--- config.mk ---
export PLATFORM = sky130hd
export DESIGN_NAME = wq_victim_sel
export DESIGN_NICKNAME = d
export VERILOG_FILES = /design/src/rtl/wq_pkg.sv /design/src/rtl/wq_owner_table.sv /design/src/rtl/wq_occupancy.sv /design/src/rtl/wq_lru_pick.sv /design/src/rtl/wq_victim_sel.sv
export SDC_FILE = /design/constraint.sdc
export NUM_CORES = 1
export LEC_CHECK = 0
export ABC_AREA = 1
export BUFFER_PORTS_ARGS = -buffer_cell sky130_fd_sc_hd__buf_2
export CAP_MARGIN = 20
export CORE_MARGIN = 2
export CORE_UTILIZATION = 58
export CTS_BUF_LIST = sky130_fd_sc_hd__clkbuf_8
export DETAILED_ROUTE_END_ITERATION = 12
export PLACE_DENSITY = 0.83
export SLEW_MARGIN = 20
export SYNTH_ARGS = -nofsm -noshare
export SYNTH_HDL_FRONTEND = slang
export SYNTH_SLANG_ARGS = --single-unit
--- constraint.sdc ---
create_clock -name clk -period 9.37 [get_ports clk]
set_input_delay 0.937 -clock clk [delete_from_list [all_inputs] [get_ports clk]]
set_output_delay 0.937 -clock clk [all_outputs]
set_load 0.1 [all_outputs]
--- src/rtl/wq_pkg.sv ---
package wq_pkg;

  typedef enum logic [1:0] {
    VK_INVALID  = 2'd0,
    VK_OTHER    = 2'd1,
    VK_OWN      = 2'd2,
    VK_FALLBACK = 2'd3
  } victim_kind_e;

endpackage

--- src/rtl/wq_owner_table.sv ---
module wq_owner_table #(
  parameter int SETS  = 16,
  parameter int WAYS  = 8,
  parameter int CID_W = 2,
  localparam int SET_W = $clog2(SETS),
  localparam int WAY_W = $clog2(WAYS),
  localparam int ROW_W = WAYS * CID_W
) (
  input  logic             clk,
  input  logic             rst_n,
  input  logic [SET_W-1:0] rd_set,
  output logic [ROW_W-1:0] rd_owners,
  input  logic             wr_en,
  input  logic [WAY_W-1:0] wr_way,
  input  logic [CID_W-1:0] wr_id
);

  logic [ROW_W-1:0] rows [SETS];

  always_ff @(posedge clk or negedge rst_n) begin
    if (!rst_n) begin
      for (int s = 0; s < SETS; s++) rows[s] <= '0;
    end else if (wr_en) begin
      rows[rd_set][wr_way*CID_W +: CID_W] <= wr_id;
    end
  end

  assign rd_owners = rows[rd_set];

endmodule

--- src/rtl/wq_occupancy.sv ---
module wq_occupancy #(
  parameter int WAYS  = 8,
  parameter int CID_W = 2,
  localparam int CNT_W = $clog2(WAYS + 1)
) (
  input  logic [WAYS-1:0]       valid,
  input  logic [WAYS*CID_W-1:0] owners,
  input  logic [CID_W-1:0]      req_id,
  output logic [WAYS-1:0]       own_mask,
  output logic [WAYS-1:0]       other_mask,
  output logic [CNT_W-1:0]      own_cnt
);

  function automatic logic [CNT_W-1:0] ones(input logic [WAYS-1:0] m);
    logic [CNT_W-1:0] c;
    c = '0;
    for (int i = 0; i < WAYS; i++) if (m[i]) c = c + 1'b1;
    return c;
  endfunction

  for (genvar w = 0; w < WAYS; w++) begin : g_way
    logic mine;
    assign mine          = owners[w*CID_W +: CID_W] == req_id;
    assign own_mask[w]   = valid[w] & mine;
    assign other_mask[w] = valid[w] & ~mine;
  end

  assign own_cnt = ones(own_mask);

endmodule

--- src/rtl/wq_lru_pick.sv ---
module wq_lru_pick #(
  parameter int WAYS  = 8,
  parameter int AGE_W = 3,
  localparam int WAY_W = $clog2(WAYS)
) (
  input  logic [WAYS-1:0]       mask,
  input  logic [WAYS*AGE_W-1:0] ages,
  output logic                  any,
  output logic [WAY_W-1:0]      way
);

  logic [AGE_W-1:0] best;

  always_comb begin
    any  = 1'b0;
    way  = '0;
    best = '0;
    for (int i = 0; i < WAYS; i++) begin
      if (mask[i] && (!any || ages[i*AGE_W +: AGE_W] > best)) begin
        any  = 1'b1;
        way  = WAY_W'(i);
        best = ages[i*AGE_W +: AGE_W];
      end
    end
  end

endmodule

--- src/rtl/wq_victim_sel.sv ---
module wq_victim_sel #(
  parameter int SETS  = 16,
  parameter int WAYS  = 8,
  parameter int CORES = 4,
  localparam int SET_W = $clog2(SETS),
  localparam int WAY_W = $clog2(WAYS),
  localparam int AGE_W = WAY_W,
  localparam int CID_W = $clog2(CORES),
  localparam int CNT_W = $clog2(WAYS + 1)
) (
  input  logic                   clk,
  input  logic                   rst_n,
  input  logic [SET_W-1:0]       set_idx,
  input  logic [WAYS-1:0]        line_valid,
  input  logic [WAYS*AGE_W-1:0]  line_age,
  input  logic [CID_W-1:0]       req_id,
  input  logic [CNT_W-1:0]       quota,
  input  logic                   fill_en,
  output logic [WAY_W-1:0]       victim_way,
  output logic [1:0]             victim_kind,
  output logic [CNT_W-1:0]       own_count,
  output logic [WAYS*CID_W-1:0]  set_owners
);
  import wq_pkg::*;

  localparam int GROUPS = 3;  // 0 other, 1 own, 2 whole set

  logic [WAYS*CID_W-1:0] owners_rd;
  logic [WAYS-1:0]       own_mask, other_mask;
  logic [WAYS-1:0]       grp_mask [GROUPS];
  logic                  grp_any  [GROUPS];
  logic [WAY_W-1:0]      grp_way  [GROUPS];

  // named events for the checks
  logic                  has_invalid;
  logic                  may_grow;
  logic [CID_W-1:0]      victim_owner;
  victim_kind_e          kind;

  function automatic logic [WAY_W-1:0] first_clear(input logic [WAYS-1:0] v);
    logic [WAY_W-1:0] r;
    logic             hit;
    r   = '0;
    hit = 1'b0;
    for (int i = 0; i < WAYS; i++) begin
      if (!v[i] && !hit) begin
        r   = WAY_W'(i);
        hit = 1'b1;
      end
    end
    return r;
  endfunction

  wq_owner_table #(.SETS(SETS), .WAYS(WAYS), .CID_W(CID_W)) u_table (
    .clk      (clk),
    .rst_n    (rst_n),
    .rd_set   (set_idx),
    .rd_owners(owners_rd),
    .wr_en    (fill_en),
    .wr_way   (victim_way),
    .wr_id    (req_id)
  );

  wq_occupancy #(.WAYS(WAYS), .CID_W(CID_W)) u_occ (
    .valid     (line_valid),
    .owners    (owners_rd),
    .req_id    (req_id),
    .own_mask  (own_mask),
    .other_mask(other_mask),
    .own_cnt   (own_count)
  );

  assign grp_mask[0] = other_mask;
  assign grp_mask[1] = own_mask;
  assign grp_mask[2] = {WAYS{1'b1}};

  for (genvar g = 0; g < GROUPS; g++) begin : g_pick
    wq_lru_pick #(.WAYS(WAYS), .AGE_W(AGE_W)) u_pick (
      .mask(grp_mask[g]),
      .ages(line_age),
      .any (grp_any[g]),
      .way (grp_way[g])
    );
  end

  assign has_invalid = ~&line_valid;
  assign may_grow    = own_count < quota;

  always_comb begin
    if (has_invalid) begin
      kind       = VK_INVALID;
      victim_way = first_clear(line_valid);
    end else if (may_grow && grp_any[0]) begin
      kind       = VK_OTHER;
      victim_way = grp_way[0];
    end else if (!may_grow && grp_any[1]) begin
      kind       = VK_OWN;
      victim_way = grp_way[1];
    end else begin
      kind       = VK_FALLBACK;
      victim_way = grp_way[2];
    end
  end

  assign victim_kind  = kind;
  assign set_owners   = owners_rd;
  assign victim_owner = owners_rd[victim_way*CID_W +: CID_W];

  // ---------------- checks ----------------
  logic             chk_fill_q;
  logic [SET_W-1:0] chk_set_q;
  logic [WAY_W-1:0] chk_way_q;
  logic [CID_W-1:0] chk_id_q;
  logic [CID_W-1:0] chk_owner_now;

  always_ff @(posedge clk or negedge rst_n) begin
    if (!rst_n) begin
      chk_fill_q <= 1'b0;
      chk_set_q  <= '0;
      chk_way_q  <= '0;
      chk_id_q   <= '0;
    end else begin
      chk_fill_q <= fill_en;
      chk_set_q  <= set_idx;
      chk_way_q  <= victim_way;
      chk_id_q   <= req_id;
    end
  end

  assign chk_owner_now = owners_rd[chk_way_q*CID_W +: CID_W];

  assert_invalid_first_R2: assert property (@(posedge clk) disable iff (!rst_n)
    has_invalid |-> (kind == VK_INVALID) && !line_valid[victim_way]);

  assert_other_pick_R4: assert property (@(posedge clk) disable iff (!rst_n)
    (kind == VK_OTHER) |-> line_valid[victim_way] && (victim_owner != req_id) && may_grow);

  assert_own_pick_R5: assert property (@(posedge clk) disable iff (!rst_n)
    (kind == VK_OWN) |-> (victim_owner == req_id) && !may_grow);

  assert_fallback_full_R6: assert property (@(posedge clk) disable iff (!rst_n)
    (kind == VK_FALLBACK) |-> &line_valid);

  assert_count_bound_R3: assert property (@(posedge clk) disable iff (!rst_n)
    own_count <= CNT_W'(WAYS));

  assert_fill_written_R7: assert property (@(posedge clk) disable iff (!rst_n)
    (chk_fill_q && chk_set_q == set_idx) |-> chk_owner_now == chk_id_q);

endmodule

==> out/summary.txt, run 1 <==
die height -> 172 microns
Syn Inst Count -> 2,245
Die Wd -> 172 microns
clock tree root buffer cell -> clkbuf_8
WEP type -> output port
IO Pins -> 70
Yosys top cell area share -> 39.2%
GPL Wtd Cong -> 0.983
Synth area leaders -> dfrtp_1 (39%), nand2_1 (18%), ha_1 (5.8%), nand4_1 (4.9%), o21ai_0 (4.6%)
Error -> [ERROR GRT-0232] Routing congestion too high. Check the congestion heatmap in the GUI.
number of flops mapped to enable cells by yosys -> 0
Fail Step -> global routing (5_1_grt)
CTS Hold Buffers Added -> 0
Most used DFF post-synth -> dfrtp_1
gr usage total -> 85.5%
Starting Density -> 58.8%
Synthesis Warnings -> 0
count of input and output buffers -> 69
mapped cell area -> 0.0163 sq mm
Synth cell types -> 38
synthesis-stage register bit count -> 256
detailed placer's ending HPWL -> 34,000 microns
Avg Synthesized Cell Area -> 7.28 sq um
Max Root-Sink Buffers -> 3
H-tree depth -> 2
row cnt -> 61
TritonCTS Sinks -> 256
total gr overflow -> 227
leading area contributor after synthesis -> dfrtp_1
largest net degree at the start of global routing -> 106
Num CTS Buffers -> 42
Post-synth ARST share -> 100%
worst setup endpoint GRT -> victim_way[0]
status -> aborted with a tool error
post-synthesis sequential area ratio -> 39.2%
Synthesized Nets -> 2,366
what timing repair did:
item | CTS
cloned | 31
buffers inserted | 88
endpoints found under the setup margin | 259
pin swaps | 217
gates resized for setup | 372
per-layer routing:
layer  GRT overflow  global-route usage (%)
met1             26                    83.3
met2             99                    95.0
met3             24                    79.5
met4             68                    85.6
met5             10                    60.5
per-stage QoR:
stage | setup slack (ns) | std cells | setup TNS, ns | cell area, sq um | hold slack [ns]
floorplan | -0.805 | 2245 | -186.20 | 16700 | 0.443
global placement | -1.23 | 2772 | -275.02 | 18500 | 0.454
detailed placement | -1.94 | 2773 | -447.94 | 18500 | 0.459
CTS | -0.907 | 2960 | -187.75 | 22400 | 0.469
cells by family after synthesis:
group	count (synthesis)	synth area share [%]
AND/OR/NAND/NOR	1189	32.2
flip-flops	256	39.2
XOR/XNOR	13	0.697
adder cells (fa/ha/maj)	76	5.82
buffers and inverters	313	8.53
AO/OA/AOI/OAI	398	13.6
synth_stat cells, types with 3 or more instances:
| cell | count |
|---|---|
| buf_1 | 5 |
| nor3_1 | 7 |
| a31oi_1 | 5 |
| o21ai_0 | 150 |
| a22oi_1 | 64 |
| nor2_2 | 33 |
| buf_4 | 10 |
| nand2_4 | 3 |
| o22ai_1 | 32 |
| ha_1 | 76 |
| xor2_1 | 8 |
| buf_2 | 45 |
| xnor2_1 | 5 |
| dfrtp_1 | 256 |
| inv_2 | 13 |
| or2_1 | 3 |
| nand2_1 | 792 |
| nand2_2 | 11 |
| o21ai_1 | 103 |
| nor2_1 | 93 |
| clkbuf_1 | 44 |
| nand3_1 | 94 |
| nand3_2 | 16 |
| inv_1 | 177 |
| buf_6 | 16 |
| a21oi_1 | 38 |
| nand4_1 | 127 |
| nor2_4 | 5 |
==> run 2: changes to the inputs <==
--- a/config.mk
+++ b/config.mk
@@ -9,10 +9,9 @@
 export BUFFER_PORTS_ARGS = -buffer_cell sky130_fd_sc_hd__buf_2
 export CAP_MARGIN = 20
 export CORE_MARGIN = 2
-export CORE_UTILIZATION = 58
-export CTS_BUF_LIST = sky130_fd_sc_hd__clkbuf_8
+export CORE_UTILIZATION = 40
 export DETAILED_ROUTE_END_ITERATION = 12
-export PLACE_DENSITY = 0.83
+export PLACE_DENSITY_LB_ADDON = 0.15
 export SLEW_MARGIN = 20
 export SYNTH_ARGS = -nofsm -noshare
 export SYNTH_HDL_FRONTEND = slang
==> constraint.sdc (replaced) <==
create_clock -name clk -period 12.2 [get_ports clk]
set_input_delay 1.22 -clock clk [delete_from_list [all_inputs] [get_ports clk]]
set_output_delay 1.22 -clock clk [all_outputs]
set_load 0.1 [all_outputs]
==> run 2 against run 1 <==
The run now ends clean. Synthesized cell count stayed put. Synthesized area stayed put.
==> out/summary.txt, run 2 <==
Power Internal -> 1.72 mW
WP data required -> 10.98 ns
count leader, synth -> nand2_1
TritonCTS Sinks -> 256 (unchanged)
Seq pwr share -> 34.8%
critical path peak fanout -> 10
placed cells -> 2,788 (+0.54%)
Synthesized Nets -> 2,366 (unchanged)
vias in the first global route -> 15,100
Psw -> 0.913 mW
Starting Density -> 40.3% (-19 points)
leading area contributor after synthesis -> dfrtp_1
CTS Hold Buffers Added -> 0 (unchanged)
Synthesis Warnings -> 0 (unchanged)
fmax -> 0.0871 GHz
Clk Latency, worst-skew pair -> 0.57 ns
Final Cycle Share -> 94.1%
Slew @ Worst Pin -> 1.01 ns
die height -> 206 microns (+20%)
final setup vio count -> 0
fin. max-slew vios -> 0
Slew HR -> 32.7%
Clock transition at path regs -> 0.06 ns
Fin Clk Skew -> 0.00900 ns
LEAKAGE -> 9.46 nW
critical path class -> primary input to primary output
drt initial violations -> 1,438
Vias/cell -> 5.49
via count -> 15,700
Clock power frac -> 36.4%
layout cells sized above 1 -> 13.8%
Syn-to-layout area delta -> 14.4%
minimum clock period -> 11.48 ns
sw frac -> 34.7%
Post-synth top cells -> nand2_1 (792), dfrtp_1 (256), inv_1 (177)
CP endpoint kind -> primary output
nets@finish -> 2,421
Routed Antenna Nets -> 0
most frequent CP cell -> nand2_1
CORE AREA -> 0.0406 sq mm
CTS tree -> built
biggest regs -> u_table.rows: 256 flops
number of flops mapped to enable cells by yosys -> 0 (unchanged)
commonest non-fill, non-tap cell in the layout -> nand2_1
PwrDens -> 141 mW/mm^2
Avg Synthesized Cell Area -> 7.28 sq um (unchanged)
H-tree depth -> 1 (-1)
placed cell area -> 0.0173 sq mm (-6.4%)
Worst Hold Class -> flop to flop
Max-Cap Viols -> 0
Yosys top cell area share -> 39.2% (unchanged)
GPL Wtd Cong -> 0.862 (-12%)
Post-synth ARST share -> 100% (unchanged)
Syn Inst Count -> 2,245 (unchanged)
Most used DFF post-synth -> dfrtp_1
Worst Path Arrival -> 10.26 ns
VDD IR-drop max -> 0.0835 mV
total gr overflow -> 0
Total Wirelength -> 52,500 microns
count of input and output buffers -> 69 (unchanged)
# DRC -> 0
Final Util -> 46.1%
clock tree root buffer cell -> clkbuf_16
Biggest register -> u_table.rows
Synth area leaders -> dfrtp_1 (39%), nand2_1 (18%), ha_1 (5.8%), nand4_1 (4.9%), o21ai_0 (4.6%)
Die Wd -> 206 microns (+20%)
post-synthesis sequential area ratio -> 39.2% (unchanged)
gr usage total -> 24.9%
CP max stage delay -> 0.35 ns
synthesis-stage register bit count -> 256 (unchanged)
fin area -> 0.0187 sq mm
CP max stage cell -> ha_1
Largest register FFs -> 256
Num CTS Buffers -> 30 (-29%)
IO Pins -> 70 (unchanged)
DR pass1 iterations -> 8
status -> finished clean
initial antenna violation count -> 1
crit start category -> primary input
DIE AREA -> 0.0425 sq mm
Routed WL per cell -> 18.4 microns
Synth cell types -> 38 (unchanged)
total power -> 2.63 mW
row cnt -> 74 (+21%)
global-route wire length before repair -> 83,200 microns
fin cells -> 2,857
largest net degree at the start of global routing -> 102
most frequent cells in the layout -> nand2_1 (779), dfrtp_1 (256), inv_1 (176), nand4_1 (127), o21ai_1 (126)
detailed placer's ending HPWL -> 35,400 microns (+4.1%)
final hold vios -> 0
power share of the combinational group -> 28.8%
mapped cell area -> 0.0163 sq mm (unchanged)
Max Root-Sink Buffers -> 3 (unchanged)
## run 2: path summary, 6_finish.rpt
check	slack (ns)	startpoint	to	depth (start not counted)
max in group asynchronous	10.23	rst_n	u_table.rows[223]$_DFFE_PN0P_	2
setup / recovery	0.72	set_idx[1]	victim_way[2]	74
hold reg to reg	0.48	u_table.rows[201]$_DFFE_PN0P_	u_table.rows[201]$_DFFE_PN0P_	2
setup reg to reg	1.48	u_table.rows[64]$_DFFE_PN0P_	u_table.rows[202]$_DFFE_PN0P_	76
min in group asynchronous	0.72	rst_n	u_table.rows[54]$_DFFE_PN0P_	1
hold / removal	0.48	u_table.rows[201]$_DFFE_PN0P_	u_table.rows[201]$_DFFE_PN0P_	2
## run 2: routing by layer
layer,wire length [microns],GRT usage [%]
met5,0,0
met4,1130,6.15
met3,3540,3.91
met2,24200,40.9
met1,23700,34.5
## run 2: per-stage QoR
step,TNS [ns],hold WS (ns),setup slack [ns]
after floorplan,0,0.443,0.480
after global placement,-0.0595,0.455,-0.0322
after detailed placement,-20.22,0.460,-0.195
after CTS,0,0.475,0.0278
after global routing,-0.224,0.489,-0.0793
final,0,0.476,0.724
## run 2: logic make-up (layout without fill, tap and decap cells)
group / count (synthesis) / count (layout) / share of synthesized area (%)
fa+ha+maj: 76 / 76 / 5.82
buf+inv: 313 / 389 / 8.53
compound gates: 398 / 398 / 13.6
flops: 256 / 256 / 39.2
simple gates: 1189 / 1192 / 32.2
xor+xnor: 13 / 13 / 0.697
other cells: 0 / 1 / 0
## run 2: layout make-up
| type | instances | area (sq um) |
|---|---|---|
| Antenna cell | 1 | 2.50 |
| Clock inverter | 13 | 174 |
| Timing Repair Buffer | 140 | 1070 |
| Sequential cell | 256 | 6410 |
| Fill cell | 4097 | 21900 |
| Tap cell | 532 | 666 |
| Clock buffer | 43 | 881 |
| Multi-Input combinational cell | 1679 | 8760 |
| Inverter | 193 | 732 |
## run 2: worst max-delay path: cells and delay by family
kind	cells	cell delay (ns)
AND/OR/NAND/NOR	37	3.45
buffers and inverters	9	1.03
adder cells (fa/ha/maj)	7	2.10
AO/OA/AOI/OAI	21	2.40
## run 2: repair_timing
action | CTS | global route
endpoints found under the setup margin | 0 | 259
gates resized for setup | 0 | 78
buffers inserted | 0 | 9
## run 2: power groups by stage
stage                     clock network, mW  registers (mW)  logic (mW)
after global placement                    0           0.931       0.703
after floorplan                           0           0.924       0.528
after detailed placement                  0           0.930       0.726
after global routing                   1.01           0.921       0.866
after CTS                             0.974           0.916       0.728
final                                 0.960           0.917       0.758
(Power assumes the default switching activity.)
